$ cat src/rtl/noc_ingress_pkg.sv
package noc_ingress_pkg;
  localparam int PAY_W   = 32;
  localparam int LANE_B  = 32;
  localparam int HEAD_B  = 33;
  localparam int TAIL_B  = 34;
  localparam int NPC_B   = 0;
  localparam int EXEC_B  = 1;
  localparam int SLEEP_B = 2;
  localparam int WAKE_B  = 3;
  localparam int PC_LSB  = 4;
  localparam int BASE_LSB = 16;
  localparam logic LANE_DATA  = 1'b0;
  localparam logic LANE_INSTR = 1'b1;

  typedef enum logic [1:0] {FR_IDLE, FR_CTRL, FR_BODY} fr_state_e;
endpackage

$ cat src/rtl/flit_queue.sv
module flit_queue #(
  parameter int WIDTH    = 38,
  parameter int DEPTH    = 16,
  parameter int AF_LEVEL = 12,
  localparam int CW      = $clog2(DEPTH + 1)
) (
  input  logic             clk,
  input  logic             rst,
  input  logic             push,
  input  logic [WIDTH-1:0] din,
  input  logic             pop,
  output logic [WIDTH-1:0] dout,
  output logic             empty,
  output logic             full,
  output logic             almost_full,
  output logic [CW-1:0]    level
);
  localparam int AW = (DEPTH > 1) ? $clog2(DEPTH) : 1;

  logic [WIDTH-1:0] mem [DEPTH];
  logic [AW-1:0]    wr_ptr, rd_ptr;
  logic [CW-1:0]    count;
  logic             do_push, do_pop;

  assign do_push = push && !full;
  assign do_pop  = pop && !empty;

  always_ff @(posedge clk) begin
    if (do_push) mem[wr_ptr] <= din;
  end

  always_ff @(posedge clk) begin
    if (rst) begin
      wr_ptr <= '0;
      rd_ptr <= '0;
      count  <= '0;
    end else begin
      if (do_push) wr_ptr <= (wr_ptr == AW'(DEPTH - 1)) ? '0 : wr_ptr + 1'b1;
      if (do_pop)  rd_ptr <= (rd_ptr == AW'(DEPTH - 1)) ? '0 : rd_ptr + 1'b1;
      case ({do_push, do_pop})
        2'b10:   count <= count + 1'b1;
        2'b01:   count <= count - 1'b1;
        default: count <= count;
      endcase
    end
  end

  assign dout        = mem[rd_ptr];
  assign empty       = (count == '0);
  assign full        = (count == CW'(DEPTH));
  assign almost_full = (count >= CW'(AF_LEVEL));
  assign level       = count;
endmodule

$ cat src/rtl/lane_framer.sv
module lane_framer
  import noc_ingress_pkg::*;
#(
  parameter int BEATS  = 2,
  parameter int ADDR_W = 10,
  localparam int OW    = BEATS * PAY_W
) (
  input  logic              clk,
  input  logic              rst,
  input  logic              fire,
  input  logic              head,
  input  logic              tail,
  input  logic [PAY_W-1:0]  payload,
  output logic              ctrl_hit,
  output logic              word_done,
  output logic [OW-1:0]     word_data,
  output logic [ADDR_W-1:0] word_addr,
  output logic              word_last,
  output logic              frag_p
);
  localparam int BW = (BEATS > 1) ? $clog2(BEATS) : 1;

  fr_state_e                   st;
  logic [BW-1:0]               beat;
  logic [ADDR_W-1:0]           addr;
  logic [BEATS-2:0][PAY_W-1:0] acc;
  logic                        body, at_end;

  assign ctrl_hit  = fire && !head && (st == FR_CTRL);
  assign body      = fire && !head && (st == FR_BODY);
  assign at_end    = (beat == BW'(BEATS - 1));
  assign word_done = body && at_end;
  assign word_last = word_done && tail;
  assign frag_p    = body && tail && !at_end;
  assign word_addr = addr;

  always_comb begin
    word_data = '0;
    for (int g = 0; g < BEATS - 1; g++) word_data[g*PAY_W +: PAY_W] = acc[g];
    word_data[(BEATS-1)*PAY_W +: PAY_W] = payload;
  end

  always_ff @(posedge clk) begin
    if (body && !at_end) acc[beat] <= payload;
  end

  always_ff @(posedge clk) begin
    if (rst) begin
      st   <= FR_IDLE;
      beat <= '0;
      addr <= '0;
    end else if (fire) begin
      if (head) begin
        st   <= tail ? FR_IDLE : FR_CTRL;
        beat <= '0;
      end else begin
        case (st)
          FR_CTRL: begin
            addr <= payload[BASE_LSB +: ADDR_W];
            beat <= '0;
            st   <= tail ? FR_IDLE : FR_BODY;
          end
          FR_BODY: begin
            if (at_end) begin
              beat <= '0;
              addr <= addr + 1'b1;
            end else begin
              beat <= beat + 1'b1;
            end
            if (tail) st <= FR_IDLE;
          end
          default: st <= FR_IDLE;
        endcase
      end
    end
  end
endmodule

$ cat src/rtl/noc_core_ingress.sv
module noc_core_ingress
  import noc_ingress_pkg::*;
#(
  parameter int FLIT_W   = 38,
  parameter int DEPTH    = 16,
  parameter int AF_LEVEL = 12,
  parameter int ADDR_W   = 10,
  parameter int DW_BEATS = 2,
  parameter int IW_BEATS = 3,
  localparam int DW_W    = DW_BEATS * PAY_W,
  localparam int IW_W    = IW_BEATS * PAY_W
) (
  input  logic              clk,
  input  logic              rst,
  input  logic              flit_valid,
  input  logic [FLIT_W-1:0] flit_in,
  output logic              almost_full,
  input  logic              core_st,
  input  logic              core_wfd,
  output logic              dm_we,
  output logic [ADDR_W-1:0] dm_addr,
  output logic [DW_W-1:0]   dm_wdata,
  output logic              im_we,
  output logic [ADDR_W-1:0] im_addr,
  output logic [IW_W-1:0]   im_wdata,
  output logic              pc_load,
  output logic [ADDR_W-1:0] pc_addr,
  output logic              run_en,
  output logic              pe_sleep,
  output logic              brk,
  output logic              frag_err
);
  localparam int CW = $clog2(DEPTH + 1);

  logic [FLIT_W-1:0] hd;
  logic              q_empty, q_full, pop;
  logic [CW-1:0]     q_level;
  logic [PAY_W-1:0]  cw;
  logic              fire_d, fire_i, ctrl_any;

  logic              ch_d, done_d, last_d, fe_d;
  logic [DW_W-1:0]   wd_d;
  logic [ADDR_W-1:0] wa_d;
  logic              ch_i, done_i, last_i, fe_i;
  logic [IW_W-1:0]   wd_i;
  logic [ADDR_W-1:0] wa_i;

  logic              dpend, dlast;
  logic [DW_W-1:0]   dword;
  logic [ADDR_W-1:0] daddr;
  logic              spare_unused;

  flit_queue #(.WIDTH(FLIT_W), .DEPTH(DEPTH), .AF_LEVEL(AF_LEVEL)) u_queue (
    .clk(clk), .rst(rst), .push(flit_valid), .din(flit_in), .pop(pop),
    .dout(hd), .empty(q_empty), .full(q_full), .almost_full(almost_full),
    .level(q_level)
  );

  assign pop    = !q_empty && !(dpend && core_st);
  assign fire_d = pop && (hd[LANE_B] == LANE_DATA);
  assign fire_i = pop && (hd[LANE_B] == LANE_INSTR);
  assign cw     = hd[PAY_W-1:0];
  assign spare_unused = ^{hd[FLIT_W-1:TAIL_B+1], q_full, last_i};

  lane_framer #(.BEATS(DW_BEATS), .ADDR_W(ADDR_W)) u_data_lane (
    .clk(clk), .rst(rst), .fire(fire_d), .head(hd[HEAD_B]), .tail(hd[TAIL_B]),
    .payload(cw), .ctrl_hit(ch_d), .word_done(done_d), .word_data(wd_d),
    .word_addr(wa_d), .word_last(last_d), .frag_p(fe_d)
  );

  lane_framer #(.BEATS(IW_BEATS), .ADDR_W(ADDR_W)) u_instr_lane (
    .clk(clk), .rst(rst), .fire(fire_i), .head(hd[HEAD_B]), .tail(hd[TAIL_B]),
    .payload(cw), .ctrl_hit(ch_i), .word_done(done_i), .word_data(wd_i),
    .word_addr(wa_i), .word_last(last_i), .frag_p(fe_i)
  );

  assign ctrl_any = ch_d || ch_i;

  // control-flit decode
  always_ff @(posedge clk) begin
    if (rst) begin
      pc_load  <= 1'b0;
      pc_addr  <= '0;
      run_en   <= 1'b0;
      pe_sleep <= 1'b0;
    end else begin
      pc_load <= ctrl_any && cw[NPC_B];
      if (ctrl_any && cw[NPC_B]) begin
        pc_addr <= cw[PC_LSB +: ADDR_W];
        run_en  <= cw[EXEC_B];
      end
      if (ctrl_any) begin
        if (cw[WAKE_B])       pe_sleep <= 1'b0;
        else if (cw[SLEEP_B]) pe_sleep <= 1'b1;
      end
    end
  end

  // data word holding stage, yields to core stores
  always_ff @(posedge clk) begin
    if (rst) begin
      dpend <= 1'b0;
      dlast <= 1'b0;
      daddr <= '0;
      dword <= '0;
      brk   <= 1'b0;
    end else begin
      if (done_d) begin
        dpend <= 1'b1;
        dlast <= last_d;
        daddr <= wa_d;
        dword <= wd_d;
      end else if (dm_we) begin
        dpend <= 1'b0;
      end
      brk <= dm_we && dlast && core_wfd;
    end
  end

  assign dm_we    = dpend && !core_st;
  assign dm_addr  = daddr;
  assign dm_wdata = dword;

  // instruction word write stage
  always_ff @(posedge clk) begin
    if (rst) begin
      im_we    <= 1'b0;
      im_addr  <= '0;
      im_wdata <= '0;
      frag_err <= 1'b0;
    end else begin
      im_we <= done_i;
      if (done_i) begin
        im_addr  <= wa_i;
        im_wdata <= wd_i;
      end
      frag_err <= frag_err || fe_d || fe_i;
    end
  end
endmodule

$ cat config.mk
export PLATFORM = sky130hd
export DESIGN_NAME = noc_core_ingress
export DESIGN_NICKNAME = d
export VERILOG_FILES = /design/src/rtl/noc_ingress_pkg.sv /design/src/rtl/flit_queue.sv /design/src/rtl/lane_framer.sv /design/src/rtl/noc_core_ingress.sv
export SDC_FILE = /design/constraint.sdc
export NUM_CORES = 1
export LEC_CHECK = 0
export BUFFER_PORTS_ARGS = -buffer_cell sky130_fd_sc_hd__buf_2
export CAP_MARGIN = 20
export CORE_MARGIN = 5
export CORE_UTILIZATION = 55
export DETAILED_ROUTE_END_ITERATION = 10
export PLACE_DENSITY = 0.81
export SLEW_MARGIN = 20
export SYNTH_ARGS = -nofsm -noshare
export SYNTH_HDL_FRONTEND = slang
export SYNTH_SLANG_ARGS = --single-unit
$ cat constraint.sdc
create_clock -name clk -period 6.2 [get_ports clk]
set_input_delay 0.31 -clock clk [delete_from_list [all_inputs] [get_ports clk]]
set_output_delay 0.31 -clock clk [all_outputs]
set_load 0.03 [all_outputs]
Yosys cells after proc, flatten, opt, wreduce, memory -nomap -nowiden --
Memory sizes are Yosys's and may differ from the RTL's. A register that Yosys moved wholly into a read port is not among the register bits. Index checks and enable logic that the tools add are counted. W data, S select, Z words.
Cells by class: reduce and logical (&&, ||, !) cells 52, bitwise gates (word level) 2, magnitude comparators 5, add/subtract/negate cells 8, equal/unequal tests 14, multiplexer cells 33
Operator list (count):
- $bwmux W64 | 1
- $mux W32 | 2
- $pmux W10 S2 | 2
- $bwmux W32 | 1
- $demux W32 S1 | 1
- $logic_and A1 B1 Y1 | 27
- $add A10 B1 Y10 const B | 2
- $mux W10 | 2
- $mux W4 | 4
- $mux W2 | 6
- $pmux W2 S2 | 3
- $pmux W5 S2 | 1
- $reduce_and A2 Y1 | 5
- $reduce_bool A2 Y1 | 5
- $mux W1 | 9
- $add A4 B1 Y4 const B | 2
- $eq A2 B2 Y1 const B | 4
- $eq A4 B4 Y1 const B | 2
- $reduce_and A4 Y1 | 2
- $logic_not A1 Y1 | 7
- $eq A2 B1 Y1 const B | 3
- $ne A3 B3 Y1 const B | 2
- $reduce_bool A3 Y1 | 2
- $add A5 B1 Y5 const B | 1
- 14 further kinds | 18
Word-level totals: RAM bits 608, output and inout port bits 198, word-level logic and storage cells 140, memories 1, bits in registers 334, bits of input ports 43
Memories:
- u_queue.mem | words 16, width 38, rd ports 1, clocked after memory_dff 1, wr ports 1, RTL line flit_queue.sv:20 | logic [WIDTH-1:0] mem [DEPTH];

Longest topological paths before layout --
Gate-level depths: netlist of the first run.
depth after elaboration 10, gate-level depth with buffers 13, gate-level depth less buffers 11

Modules after synthesis --
From an unflattened synthesis of the first run, not the netlist that was laid out.
Second synthesis, totals: cell total of the unflattened synthesis 2092, area, all modules 35886.9 um^2
Modules (own cells, without submodules):
- flit_queue | cells an instance 1059, sequential area each 18597.8 um^2, area each 23705.2 um^2, times used 1
- noc_core_ingress | cells an instance 654, sequential area each 3963.8 um^2, area each 7120.6 um^2, times used 1
- lane_framer at u_instr_lane | cells an instance 208, sequential area each 2202.1 um^2, area each 3045.4 um^2, times used 1
- lane_framer at u_data_lane | cells an instance 171, sequential area each 1221.2 um^2, area each 2015.7 um^2, times used 1

Worst setup path before layout of the first run --
No wires, ideal clock.
kind register to register, start register (tool-made name), end register u_instr_lane.acc, in the netlist u_instr_lane.word_data[32], enable pin, path slack 0.540 ns, clock period less this slack 5.660 ns, arrival 5.143 ns, library setup time 0.517 ns, cell stages (with the launch flop) 6, data required time 5.683 ns, buffers on the path 2, cells stage by stage dfxtp_1 -> buf_4 -> mux4_2 -> mux4_2 -> clkbuf_1 -> nor4b_1
RTL lines:
- to (signal, indexed assignment) | RTL line lane_framer.sv:44 | if (body && !at_end) acc[beat] <= payload;
- to (decl) | RTL line lane_framer.sv:26 | logic [BEATS-2:0][PAY_W-1:0] acc;

Final worst setup path of the first run --
start register u_queue.count[1], in the netlist u_queue.level[1], end register u_queue.count[4], in the netlist u_queue.level[4]
On the way: longest elaborated chain between the ends 6, elaborated cells on any way between the ends 13, those cells by class 2 x add/sub; 3 x eq/ne; 1 x mux; 7 x reduce/logical
Ends and longest elaborated chain:
- from (decl) | RTL line flit_queue.sv:22 | logic [CW-1:0] count;
- from (signal assigned) | RTL line flit_queue.sv:41 | 2'b10: count <= count + 1'b1;
- from (signal assigned) | RTL line flit_queue.sv:42 | 2'b01: count <= count - 1'b1;
- from (signal assigned) | RTL line flit_queue.sv:43 | default: count <= count;
- $logic_not A5 Y1 | RTL line flit_queue.sv:49 | assign empty = (count == '0);
- $logic_not A1 Y1 | RTL line flit_queue.sv:26, noc_core_ingress.sv:59
- $logic_and A1 B1 Y1 | RTL line noc_core_ingress.sv:59 | assign pop = !q_empty && !(dpend && core_st);
- $logic_and A1 B1 Y1 | RTL line flit_queue.sv:26 | assign do_pop = pop && !empty;
- $eq A2 B1 Y1 or $eq A2 B2 Y1 (tied branches) | RTL line flit_queue.sv:40 | case ({do_push, do_pop})
- $pmux W5 S2 or $reduce_bool A2 Y1 (tied branches)
Several ways; a longest one is shown, not always the timed one. A chain may end at the register's enable or synchronous reset.

==> results of run 1 <==
## logic make-up (layout without fill, tap and decap cells)
kind of cell	Yosys count	in the layout	synth area share [%]
adder cells (fa/ha/maj)	13	13	0.489
flip-flops	898	898	73.8
AO/OA/AOI/OAI	294	294	4.99
buffers and inverters	148	455	1.91
multiplexers	187	187	11.7
AND/OR/NAND/NOR	559	559	6.97
XOR/XNOR	6	6	0.158
other	0	7	0
## final timing paths
| check | from | end | slack, ps | cells after the start |
|---|---|---|---|---|
| max reg2reg | u_queue.level[1]$_SDFFE_PP0P_ | u_queue.level[4]$_SDFFE_PP0P_ | 2150 | 11 |
| min reg2reg | im_wdata[95]$_SDFFE_PP0P_ | im_wdata[95]$_SDFFE_PP0P_ | 450 | 2 |
| max | u_queue.level[1]$_SDFFE_PP0P_ | u_queue.level[4]$_SDFFE_PP0P_ | 2150 | 11 |
| min | rst | im_wdata[44]$_SDFFE_PP0P_ | 50 | 2 |
## metal layers
metal  part of all wire [%]  vias up  GRT usage (%)
met4                    3.9       14           10.5
met3                     10      205           6.39
met1                     36     9837           31.4
met5                  0.096        -              0
met2                     50     1163           41.6
li1                       -     8435              -
## power breakdown
part	internal, mW	leakage (nW)	switching (mW)
registers	6.69	7.87	0.155
logic	1.09	3.56	1.64
clock network	3.11	1.39	2.19
total	10.9	12.8	3.98
## critical path, delay by kind of cell (launching register included)
kind,cells,cell delay [ps]
buffers and inverters,1,460
and+or+nand+nor,2,710
xor gates and xnor gates,1,180
DFF,1,390
muxes,1,340
adders and majority gates,2,650
AOI/OAI and AO/OA,4,1210
## Yosys cell counts, drive strengths merged, types with 14 or more instances
master and n:
a22oi 16, a21oi 214, o21ai 16, mux4 162
buf 54, inv 16, clkbuf 76, nor3 34
dfxtp 242, nor2 70, o32ai 14, nand2 393
mux2i 23, edfxtp 656
## stage by stage
step | util [%] | hold slack (ps) | setup slack, ps
floorplan | - | 409 | 540
global placement | 58.8 | 439 | 2310
global route | 63.7 | 33.5 | 1880
CTS | 63.6 | 19.3 | 2200
detailed placement | 58.8 | 444 | 2210
finish | 63.7 | 50.8 | 2150
## final cells by class
class                   count  area, um2  share of cell area, %
flip-flops and latches    898      24600                   64.1
multi-input cells        1059       8250                   21.5
well taps                 782        978                   2.56
diodes                      7       17.5                 0.0458
clock buffers             111       2320                   6.07
clock inverters            46        533                   1.39
inverters                  18       67.6                  0.176
repair buffers            280       1560                   4.07
## sequential cells by signal, indices dropped and copies added (netlist names), 2 cells and up, named ones only
signal                  flops
dm_addr                    10
u_instr_lane.st             2
im_wdata                   96
u_queue.wr_ptr              4
u_data_lane.st              2
u_instr_lane.word_data     64
im_addr                    10
u_instr_lane.beat           2
u_data_lane.acc            32
pc_addr                    10
u_queue.rd_ptr              4
u_queue.mem               560
u_data_lane.word_addr      10
u_instr_lane.word_addr     10
u_queue.level               5
dm_wdata                   64
==> impl_metrics.csv, run 1 <==
group,metric,value,unit
synth,synth_cell_type_count,60,
run_status,outcome,"completed",
timing,fmax,0.247,GHz
min_path,holdCritPathClass,"in2reg",
timing,fin_skew,24.9,ps
routing,antenna_left,0,
place,place_hpwl,46200,um
power_and_ir_drop,p_leak,12.8,nW
timing,worst_slew_margin_rel,20.0,%
place,port_buffers,237,
cts,cts_tree,"built",
final_layout,fin_nets,2398,
cts,cts_buffers,85,
synth,synth_area_per_cell,15.8,um2
synth,yosysTopAreaCell,"edfxtp_1",
synth,synthFlopType,"edfxtp_1",
setup_path,startpoint_type,"register",
routing,drt-initial-drc-count,2568,
timing,rsz0062_at_grt,"false",
synth,ys_seq_elements,898,
synth,synth_nets,2161,
floorplanning,io_pins,241,
place,post_dp_cell_area,35400,um2
global_routing,overflow,0,
final_layout,layout_common_cells,"edfxtp_1 (656), nand2_1 (393), dfxtp_1 (238)",
synth,synth_warnings,0,
routing,drc_errors,0,
timing,worst_pin_slew,1190,ps
floorplanning,die_h,256,um
place,dp.cells,3033,
synth,yosys-top-cells-area,"edfxtp_1 (59%), dfxtp_1 (15%), mux4_2 (11%)",
global_routing,grt_use_total,24.9,%
final_layout,synthToLayoutAreaGrowth,15.1,%
synth,syn_area,33300,um2
synth,seq_area_frac_synth,73.8,%
synth,syn_inst,2105,
routing,drt_wl_total,83300,um
timing,period_minus_slack,4050,ps
cts,cts.path.max_buffers,3,
global_routing,grt_max_degree,111,
floorplanning,die_x,256,um
setup_path,cp.required,6710,ps
floorplanning,initial_utilization,55.3,%
final_layout,stdcell_count,3201,
floorplanning,fp.coreArea,60100,um2
routing,wire_per_inst,26.0,um
routing,routed_via_density,6.14,
timing,setup_viol,0,
cts,cts.reportedPaths.clkPinSlew,60,ps
flow_run,maxCapViolCount,0,
final_layout,final_area,38300,um2
cts,worstSkewPairLatency,630,ps
cts,cts_root_buffer,"clkbuf_16",
setup_path,crit_chain,"nor4_1 -> a22o_1 -> clkinv_1 -> ha_1 -> xor2_1 -> ha_1 -> o21a_1 -> o221a_2 -> or3_1 -> a21oi_1 -> mux2_2",
cts,post_cts_resized,0,
power_and_ir_drop,ir_worst_vdd,0.245,mV
cts,cts_sinks,898,
synth,synth_top_area_share,59.2,%
cts,post_cts_buffers,0,
power_and_ir_drop,p_total,14.9,mW
synth,ys_async_sr_fraction,0,%
floorplanning,placementRows,90,
global_routing,grt_antenna_before_repair,17,
timing,setup-tns-final,0,ps
floorplanning,dieArea,65500,um2
setup_path,arrival,4550,ps
final_layout,nFillCells,3986,
place,gp_congestion,0.800,
power_and_ir_drop,power_per_cell_area,389,nW/um2
timing,min_period_over_period,65.3,%
routing,dr.pass1.iters,7,
timing,final_hold_viol_count,0,
final_layout,drive_gt1_share,25.1,%
global_routing,grt_pass1_vias,19700,
routing,routed-via-count,19700,
setup_path,path_max_fanout,14,
global_routing,grt_pass1_wl,123000,um
synth,synth_edf_count,656,
cts,cts_htree_levels,3,
timing,slew_viol_final,0,
final_layout,final_common_cell,"edfxtp_1",
setup_path,critPathMaxStageDelay,600,ps
setup_path,cp-end-kind,"register",
setup_path,crit_slowest_cell,"a22o_1",
cts,hold_buffers,3,
setup_path,path_class,"reg2reg",
setup_path,crit_path_frequent_cell,"ha_1",
No activity file was read; power rests on OpenSTA's default activity.
==> run 2, diff against run 1 <==
==> constraint.sdc (replaced) <==
create_clock -name clk -period 3.9 [get_ports clk]
set_input_delay 0.195 -clock clk [delete_from_list [all_inputs] [get_ports clk]]
set_output_delay 0.195 -clock clk [all_outputs]
set_load 0.03 [all_outputs]
==> run 2 against run 1 <==
Compared with the run above:
- combinational power grew 67%
- hold slack lost 1.1 ps
- register-to-register slack lost 1800 ps
- critical path depth is the same
- sequential share of layout area shrank 0.96 points
- maximum frequency grew 14%
- critical endpoint unchanged
- highest routed layer unchanged
==> impl_metrics.csv, run 2 (synthesized netlist as in run 1, its figures left out) <==
group,metric,value,unit
timing,fmax,0.282,GHz
setup_path,crit_slowest_cell,"nor4_1",
cts,cts_root_buffer,"clkbuf_16",
cts,post_cts_resized,0,
final_layout,top_register,"u_queue.mem",
routing,routed_via_density,6.20,
place,dp_slack,468,ps
global_routing,grt_antenna_before_repair,5,
timing,rsz0062_at_grt,"false",
cts,cts.reportedPaths.clkPinSlew,60,ps
floorplanning,die_h,256,um
global_routing,grt.busiest_layer,"met2",
setup_path,path_max_fanout,11,
final_layout,final_area,38900,um2
routing,drt_wl_total,83800,um
power_and_ir_drop,p_clk_share,35.0,%
power_and_ir_drop,ir_worst_vdd,0.381,mV
timing,worst_slack,352,ps
final_layout,synthToLayoutAreaGrowth,16.8,%
place,port_buffers,237,
timing,setup_viol,0,
cts,worstSkewPairLatency,650,ps
cts,cts_sinks,898,
setup_path,r2r-start,"u_queue.level[1]$_SDFFE_PP0P_",
routing,dr.pass1.iters,8,
cts,cts_tree,"built",
final_layout,final_common_cell,"edfxtp_1",
min_path,min_path_cells,2,
floorplanning,initial_utilization,55.3,%
setup_path,crit_buf_inv,1,
power_and_ir_drop,p_seq_share,45.8,%
setup_path,regToRegSetupSlack,350,ps
flow_run,maxCapViolCount,0,
routing,drc_errors,0,
floorplanning,placementRows,90,
global_routing,grt_use_met1,33.6,%
final_layout,finish.utilization,64.6,%
power_and_ir_drop,p_total,23.6,mW
floorplanning,fp.coreArea,60100,um2
timing,final_hold_viol_count,0,
power_and_ir_drop,combPwrFrac,19.3,%
timing,min_period_over_period,91.0,%
setup_path,cp.required,4420,ps
setup_path,crit_path_frequent_cell,"ha_1",
place,gp_congestion,0.816,
min_path,hold_end,"im_wdata[3]$_SDFFE_PP0P_",
routing,antenna_left,0,
setup_path,worstReg2RegEnd,"u_queue.level[4]$_SDFFE_PP0P_",
power_and_ir_drop,power_per_cell_area,608,nW/um2
timing,worst_slew_margin_rel,20.8,%
run_status,outcome,"completed",
routing,drt-initial-drc-count,2692,
cts,cts_buffers,87,
global_routing,grt_pass1_vias,20000,
setup_path,critPathTopFamily,"compound AO/OA/AOI/OAI gates",
setup_path,arrival,4070,ps
global_routing,overflow,0,
power_and_ir_drop,switching_power,6.43,mW
setup_path,cp-end-kind,"register",
min_path,holdCritPathClass,"in2reg",
final_layout,fin_nets,2448,
place,place_hpwl,48100,um
timing,period_minus_slack,3550,ps
power_and_ir_drop,swShare,27.2,%
cts,cts.path.max_buffers,3,
timing,setup-tns-final,0,ps
cts,post_cts_buffers,0,
global_routing,grt_pass1_wl,126000,um
routing,routed-via-count,20100,
floorplanning,dieArea,65500,um2
global_routing,met2_usage,42.2,%
floorplanning,io_pins,241,
setup_path,critPathMaxStageDelay,470,ps
global_routing,met3_usage,4.59,%
timing,slew_viol_final,0,
final_layout,drive_gt1_share,24.7,%
final_layout,largest_reg_flops,560,
cts,cts_htree_levels,3,
setup_path,crit_chain,"nor4_1 -> a22o_1 -> clkinv_1 -> ha_1 -> xor2_1 -> ha_1 -> o21a_1 -> o221a_2 -> or3_1 -> a21oi_1 -> mux2_2",
power_and_ir_drop,p_leak,13.0,nW
final_layout,layout_common_cells,"edfxtp_1 (656), nand2_1 (393), dfxtp_1 (238)",
min_path,min_from,"rst",
routing,wire_per_inst,25.8,um
timing,fin_skew,29.6,ps
floorplanning,die_x,256,um
setup_path,path_class,"reg2reg",
setup_path,r2r_cells,11,
global_routing,grt_use_total,25.1,%
global_routing,grt_max_degree,142,
setup_path,startpoint_type,"register",
final_layout,reg_top3,"u_queue.mem x560, im_wdata x96",
power_and_ir_drop,p_int,17.2,mW
place,post_dp_cell_area,35700,um2
timing,worst_pin_slew,1190,ps
run 2: power groups by stage:
stage	Combinational (mW)	Clock (mW)	Sequential, mW
floorplan	2.97	0	10.9
global placement	4.28	0	11.0
detailed placement	4.42	0	11.0
CTS	4.53	8.37	10.8
global route	4.79	8.81	10.8
finish	4.55	8.27	10.8
run 2: stage by stage:
step | hold slack, ps | cells
4_1_cts | 12.6 | 3245
6_report | 49.7 | 3248
3_3_place_gp | 438 | 3047
3_5_place_dp | 444 | 3047
2_1_floorplan | 294 | 2105
5_1_grt | 71.8 | 3246
run 2: worst register-to-register path, delay by kind of cell (launching register included):
kind	cells	cell delay, ps
AND/OR/NAND/NOR	2	770
buffers and inverters	1	290
XOR/XNOR	1	180
AO/OA/AOI/OAI	4	830
flip-flops	1	390
multiplexers	1	340
adder cells (fa/ha/maj)	2	630
run 2: layout make-up:
type                    instances  area [um2]
flip-flops and latches        898       24600
well taps                     782         978
multi-input cells            1059        8270
repair buffers                328        2170
clock buffers                 112        2350
diodes                          3        7.51
fillers                      3936       21300
clock inverters                48         460
inverters                      18        67.6
run 2: worst max path at each step:
stage	start	to	slack [ps]	depth (start not counted)
after detailed placement	u_queue.level[1]$_SDFFE_PP0P_	u_queue.level[4]$_SDFFE_PP0P_	470	11
after global routing	u_queue.level[1]$_SDFFE_PP0P_	u_queue.level[4]$_SDFFE_PP0P_	140	11
after floorplan	u_queue.level[1]$_SDFFE_PP0P_	u_queue.mem[3][0]$_DFFE_PP_	30	5
after CTS	u_queue.level[1]$_SDFFE_PP0P_	u_queue.level[4]$_SDFFE_PP0P_	450	11
after global placement	u_queue.level[1]$_SDFFE_PP0P_	u_queue.level[4]$_SDFFE_PP0P_	520	11
final	u_queue.level[1]$_SDFFE_PP0P_	u_queue.level[4]$_SDFFE_PP0P_	350	11
run 2: timing repair:
item,CTS,global route
endpoints found under the hold margin,562,0
endpoints found under the setup margin,0,0
hold buffers,38,0
run 2: metal layers:
layer,vias up,routed length (um)
met5,-,25
met4,4,2870
met3,201,7690
met2,1226,41600
met1,10200,31600
li1,8529,-
